--- config.mk ---
export PLATFORM = sky130hd
export DESIGN_NAME = sfw_addr_gen
export DESIGN_NICKNAME = d
export VERILOG_FILES = /design/src/rtl/sfw_pkg.sv /design/src/rtl/sfw_wrap_counter.sv /design/src/rtl/sfw_ctrl.sv /design/src/rtl/sfw_datapath.sv /design/src/rtl/sfw_addr_gen.sv
export SDC_FILE = /design/constraint.sdc
export NUM_CORES = 1
export LEC_CHECK = 0
export ABC_AREA = 1
export BUFFER_PORTS_ARGS = -buffer_cell sky130_fd_sc_hd__buf_2
export CAP_MARGIN = 20
export CORE_MARGIN = 2
export CORE_UTILIZATION = 48
export DETAILED_ROUTE_END_ITERATION = 8
export GPL_ROUTABILITY_DRIVEN = 0
export PLACE_DENSITY = 0.74
export SYNTH_ARGS = -nofsm -noshare
export SYNTH_HDL_FRONTEND = slang
export SYNTH_SLANG_ARGS = --single-unit
--- constraint.sdc ---
create_clock -name clk -period 3.6 [get_ports clk]
set_input_delay 0.36 -clock clk [delete_from_list [all_inputs] [get_ports clk]]
set_output_delay 0.36 -clock clk [all_outputs]
set_load 0.005 [all_outputs]
--- src/rtl/sfw_pkg.sv ---
package sfw_pkg;
  // strobes from control to datapath
  typedef struct packed {
    logic clear;
    logic advField;
    logic advCol;
    logic advLine;
    logic advZone;
    logic frameEnd;
  } sfwStrobe_t;

  // terminal-value flags from datapath to control
  typedef struct packed {
    logic fieldLast;
    logic colLast;
    logic lineLast;
    logic zoneLast;
  } sfwTerm_t;
endpackage

--- src/rtl/sfw_wrap_counter.sv ---
module sfw_wrap_counter #(
  parameter int LIMIT = 8,
  localparam int W = (LIMIT > 1) ? $clog2(LIMIT) : 1
) (
  input  logic         clk,
  input  logic         rstN,
  input  logic         clear,
  input  logic         adv,
  output logic [W-1:0] count,
  output logic         last
);
  assign last = (count == W'(LIMIT - 1));

  always_ff @(posedge clk) begin
    if (!rstN)      count <= '0;
    else if (clear) count <= '0;
    else if (adv)   count <= last ? '0 : count + W'(1);
  end

  // counter never leaves its range
  a_r3_count_range: assert property (@(posedge clk) disable iff (!rstN)
    32'(count) < LIMIT);
endmodule

--- src/rtl/sfw_ctrl.sv ---
module sfw_ctrl
  import sfw_pkg::*;
(
  input  logic       clk,
  input  logic       rstN,
  input  logic       vsync,
  input  logic       wrValid,
  input  sfwTerm_t   term,
  output sfwStrobe_t stb,
  output logic       frameDone
);
  always_comb begin
    stb.clear    = vsync;
    stb.advField = wrValid & ~vsync;
    stb.advCol   = stb.advField & term.fieldLast;
    stb.advLine  = stb.advCol & term.colLast;
    stb.advZone  = stb.advLine & term.lineLast;
    stb.frameEnd = stb.advZone & term.zoneLast;
  end

  always_ff @(posedge clk) begin
    if (!rstN) frameDone <= 1'b0;
    else       frameDone <= stb.frameEnd;
  end

  // end-of-frame pulse lasts a single clock
  a_r7_done_single: assert property (@(posedge clk) disable iff (!rstN)
    frameDone |=> !frameDone);
  // no pulse follows an idle cycle
  a_r6_idle_no_done: assert property (@(posedge clk) disable iff (!rstN)
    (!wrValid && !vsync) |=> !frameDone);
endmodule

--- src/rtl/sfw_datapath.sv ---
module sfw_datapath
  import sfw_pkg::*;
#(
  parameter int NUM_FIELDS = 8,
  parameter int NUM_COLS   = 100,
  parameter int NUM_LINES  = 8,
  parameter int NUM_ZONES  = 32,
  localparam int FW = (NUM_FIELDS > 1) ? $clog2(NUM_FIELDS) : 1,
  localparam int CW = (NUM_COLS > 1) ? $clog2(NUM_COLS) : 1,
  localparam int LW = (NUM_LINES > 1) ? $clog2(NUM_LINES) : 1,
  localparam int ZW = (NUM_ZONES > 1) ? $clog2(NUM_ZONES) : 1,
  localparam int AW = FW + ZW + LW + CW
) (
  input  logic          clk,
  input  logic          rstN,
  input  sfwStrobe_t    stb,
  output sfwTerm_t      term,
  output logic [AW-1:0] addr
);
  logic [FW-1:0] fieldCnt;
  logic [CW-1:0] colCnt;
  logic [LW-1:0] lineCnt;
  logic [ZW-1:0] zoneCnt;

  sfw_wrap_counter #(.LIMIT(NUM_FIELDS)) uField (
    .clk(clk), .rstN(rstN), .clear(stb.clear), .adv(stb.advField),
    .count(fieldCnt), .last(term.fieldLast));
  sfw_wrap_counter #(.LIMIT(NUM_COLS)) uCol (
    .clk(clk), .rstN(rstN), .clear(stb.clear), .adv(stb.advCol),
    .count(colCnt), .last(term.colLast));
  sfw_wrap_counter #(.LIMIT(NUM_LINES)) uLine (
    .clk(clk), .rstN(rstN), .clear(stb.clear), .adv(stb.advLine),
    .count(lineCnt), .last(term.lineLast));
  sfw_wrap_counter #(.LIMIT(NUM_ZONES)) uZone (
    .clk(clk), .rstN(rstN), .clear(stb.clear), .adv(stb.advZone),
    .count(zoneCnt), .last(term.zoneLast));

  // weight in the MSBs, so consecutive words land in different segments
  assign addr = {fieldCnt, zoneCnt, lineCnt, colCnt};

  // weight wraps after its last value
  a_r2_field_wrap: assert property (@(posedge clk) disable iff (!rstN)
    (stb.advField && term.fieldLast) |=> fieldCnt == '0);
  // column holds while the weight counter is not wrapping
  a_r3_col_hold: assert property (@(posedge clk) disable iff (!rstN)
    (!stb.clear && !(stb.advField && term.fieldLast)) |=> $stable(colCnt));
  // line holds unless the column counter wraps
  a_r4_line_hold: assert property (@(posedge clk) disable iff (!rstN)
    (!stb.clear && !stb.advLine) |=> $stable(lineCnt));
endmodule

--- src/rtl/sfw_addr_gen.sv ---
module sfw_addr_gen
  import sfw_pkg::*;
#(
  parameter int NUM_COLS  = 100,
  parameter int NUM_ZONES = 32,
  localparam int NUM_FIELDS = 8,
  localparam int NUM_LINES  = 8,
  localparam int AW = $clog2(NUM_FIELDS) + ((NUM_ZONES > 1) ? $clog2(NUM_ZONES) : 1)
                    + $clog2(NUM_LINES) + ((NUM_COLS > 1) ? $clog2(NUM_COLS) : 1)
) (
  input  logic          clk,
  input  logic          rstN,
  input  logic          vsync,
  input  logic          wrValid,
  output logic [AW-1:0] wrAddr,
  output logic          frameDone
);
  sfwStrobe_t stb;
  sfwTerm_t   term;

  sfw_ctrl uCtrl (
    .clk(clk), .rstN(rstN), .vsync(vsync), .wrValid(wrValid),
    .term(term), .stb(stb), .frameDone(frameDone));

  sfw_datapath #(
    .NUM_FIELDS(NUM_FIELDS), .NUM_COLS(NUM_COLS),
    .NUM_LINES(NUM_LINES), .NUM_ZONES(NUM_ZONES)
  ) uDp (
    .clk(clk), .rstN(rstN), .stb(stb), .term(term), .addr(wrAddr));

  // the frame pulse coincides with a fully wrapped address
  a_r7_done_addr_zero: assert property (@(posedge clk) disable iff (!rstN)
    frameDone |-> wrAddr == '0);
  // restart clears the address and suppresses the pulse
  a_r8_vsync_clear: assert property (@(posedge clk) disable iff (!rstN)
    vsync |=> (wrAddr == '0 && !frameDone));
  // idle cycles hold the address
  a_r6_idle_hold: assert property (@(posedge clk) disable iff (!rstN)
    (!wrValid && !vsync) |=> $stable(wrAddr));
endmodule

==> impl_metrics.env <==
export IMPL_status="finished, final reports clean"
export IMPL_comb_power_share_pct=4.6
export IMPL_core_area_mm2=0.00196
export IMPL_syn_cell_area_mm2=0.00100
export IMPL_antenna_found_initial=0
export IMPL_async_reset_ff_share_pct=0
export IMPL_yosysMostFrequentCell="nor2_1"
export IMPL_critPathLaunchType="register"
export IMPL_post_cts_resize_count=0
export IMPL_vias=825
export IMPL_postCtsSetupRepairBufs=0
export IMPL_ctsRootBufferMaster="clkbuf_4"
export IMPL_wl_um=1810
export IMPL_synthCells=127
export IMPL_num_antenna_cells=0
export IMPL_synth_edff_count=0
export IMPL_crit_required_ns=3.79
export IMPL_path_cells="ha_1, ha_1, inv_2, nor2_8, nand2_4, nand2_2, inv_1, nand2_1, nor2_1"
export IMPL_synth_seq_area_share_pct=38.0
export IMPL_hold_viol_final=0
export IMPL_io_buffer_count=22
export IMPL_grt_pass1_vias=792
export IMPL_powerDensity_mw_per_mm2=287
export IMPL_cts_sinks=19
export IMPL_ys_ff_latch=19
export IMPL_synth_area_top_cells="dfxtp_1, nor2_1, ha_1"
export IMPL_place_ws_ns=1.99
export IMPL_p_seq_share_pct=63.4
export IMPL_grt_pass1_wl_um=3190
export IMPL_clkPwrFrac_pct=32.0
export IMPL_clock_skew_ns=0.0148
export IMPL_postCtsHoldBufs=0
export IMPL_timing_critical_path_buf_inv=2
export IMPL_synth_fp_nets=138
export IMPL_synth_largest_area_cell="dfxtp_1"
export IMPL_cts_max_level=1
export IMPL_synthTopCellsByCount="nor2_1, dfxtp_1, nand2_1"
export IMPL_io_pin_count=23
export IMPL_drc=0
export IMPL_drt_initial_drc_count=4
export IMPL_insertion_delay_ns=0.29
export IMPL_relSlewSlack_pct=50.7
export IMPL_ir_worst_vdd_mv=0.178
export IMPL_cp_top_family="simple AND/OR/NAND/NOR gates"
export IMPL_synth_warnings=0
export IMPL_cp_arrival_ns=1.74
export IMPL_grt_use_total_pct=16.7
export IMPL_area_delta_synth_final_pct=16.5
export IMPL_p_sw_share_pct=22.5
export IMPL_tightest_slew_ns=0.736
export IMPL_critPathMaxStageDelay_ns=0.41
export IMPL_ys_flop_type="dfxtp_1"
export IMPL_wire_per_inst_um=10.1
export IMPL_power_switching_mw=0.0754
export IMPL_finalMaxSlewViolations=0
export IMPL_dr_pass1_iters=4
export IMPL_cts_tree="built"
export IMPL_intPower_mw=0.259
export IMPL_drive_gt1_share_pct=28.3
export IMPL_grt_max_degree=13
export IMPL_crit_path_top_delay_cell="dfxtp_1"
export IMPL_cpMostUsedCell="ha_1"
export IMPL_worstPathMaxFanout=7
export IMPL_endpoint_kind="register"
export IMPL_cts_buffers=3
export IMPL_fillers=206
export IMPL_path_class="register to register"
export IMPL_timing_fmax_mhz=644
export IMPL_worst_hold_path_type="input port to register"
export IMPL_grt_setup_unrepaired="false"
export IMPL_rows=16
export IMPL_fp_dieArea_mm2=0.00247
export IMPL_ant_nets=0
export IMPL_die_y_um=49.7
export IMPL_viasPerCell=4.61
export IMPL_final_period_minus_worst_setup_slack_ns=1.55
export IMPL_cts_clk_slew_worst_paths_ns=0.12
export IMPL_yosysTopAreaCellShare_pct=38.0
export IMPL_synth_cell_type_count=24
export IMPL_clock_path_buffers=2
export IMPL_syn_area_per_cell_um2=7.89
export IMPL_die_w_um=49.7
export IMPL_leakage_nw=0.595
export IMPL_overflow=0
export IMPL_maxCapViolCount=0
export IMPL_hpwl_um=1400
export IMPL_tns_ns=0
export IMPL_finalNetCount=164
export IMPL_setup_viol=0
export IMPL_period_share_pct=43.2
export IMPL_start_util_pct=51.1
export IMPL_fin_ws_ns=2.05
power groups by stage:
stage	clock network, mW	logic [mW]	registers [mW]
detailed placement	0	0.0154	0.217
CTS	0.111	0.0154	0.212
global route	0.119	0.0169	0.213
finish	0.107	0.0152	0.212
floorplan	0	0.00964	0.217
global placement	0	0.0149	0.217
flip-flops by register name (all words and copies together), names as in the netlist:
register / count
uDp.uZone.count: 5
uCtrl.frameDone: 1
uDp.uField.count: 3
uDp.uLine.count: 3
uDp.uCol.count: 7
stage by stage:
step	cells	power, mW	utilization [%]	cell area, um2	hold WS, ns
6_report	179	0.335	59.5	1170	0.302
5_1_grt	179	0.349	59.5	1170	0.335
4_1_cts	179	0.339	59.5	1170	0.296
3_5_place_dp	175	0.232	58.2	1140	0.498
3_3_place_gp	175	0.232	58.2	1140	0.473
2_1_floorplan	127	0.227	-	1000	0.477
layout make-up:
cell class / count / area [um2] / area share, %
Sequential cell: 19 / 380 / 32.6
Inverter: 18 / 67.6 / 5.79
Clock buffer: 4 / 26.3 / 2.25
Multi-Input combinational cell: 89 / 549 / 47.1
Tap cell: 27 / 33.8 / 2.89
Timing Repair Buffer: 22 / 110 / 9.43
cell families after synthesis:
family / Yosys count / synth area share [%]
flip-flops: 19 / 38.0
multiplexers: 1 / 0.999
XOR/XNOR: 4 / 3.50
AO/OA/AOI/OAI: 11 / 5.74
adder cells (fa/ha/maj): 7 / 8.74
buffers and inverters: 19 / 7.24
AND/OR/NAND/NOR: 66 / 35.8
worst register-to-register path, cell delays in order (launching register included):
cell and delay (ns):
dfxtp_1 0.41, ha_1 0.18, ha_1 0.23, inv_2 0.09, nor2_8 0.19, nand2_4 0.09
nand2_2 0.12, inv_1 0.05, nand2_1 0.06, nor2_1 0.03
cells in the final DEF (no fill, tap or decap):
cell / netlist / final
nand2_1: 17 / 17
xnor2_1: 1 / 1
nand2_4: 2 / 2
or2_0: 1 / 1
xor2_1: 3 / 3
nor3_1: 2 / 2
nand4_1: 3 / 3
nor2_4: 4 / 4
nand3_1: 6 / 6
buf_2: 1 / 22
dfxtp_1: 19 / 19
nor2_1: 24 / 24
nand3_4: 1 / 1
inv_1: 13 / 13
a211oi_1: 1 / 1
o21ai_0: 6 / 6
a21oi_1: 4 / 4
nor2_2: 1 / 1
inv_2: 5 / 5
nand3_2: 1 / 1
mux2i_1: 1 / 1
ha_1: 7 / 7
clkbuf_1: 0 / 1
clkbuf_4: 0 / 3
nand2_2: 3 / 3
nor2_8: 1 / 1
layer usage:
| metal | part of all wire, % | up-vias | global-route usage (%) |
|---|---|---|---|
| met1 | 47 | 359 | 19.7 |
| met2 | 48 | 15 | 29.8 |
| met5 | 0 | - | 0 |
| met3 | 3.7 | 2 | 2.73 |
| li1 | - | 449 | - |
| met4 | 1.1 | 0 | 6.94 |
path summary, 6_finish.rpt:
path | startpoint | end | slack, ns | cells after the start
max | uDp.uField.count[0] | uDp.uCol.count[6] | 2.05 | 9
min | rstN | uCtrl.frameDone | 0.30 | 3
min reg2reg | uDp.uField.count[1] | uDp.uField.count[1] | 0.50 | 2
max reg2reg | uDp.uField.count[0] | uDp.uCol.count[6] | 2.05 | 9
Power figures use the tool's default switching activity.
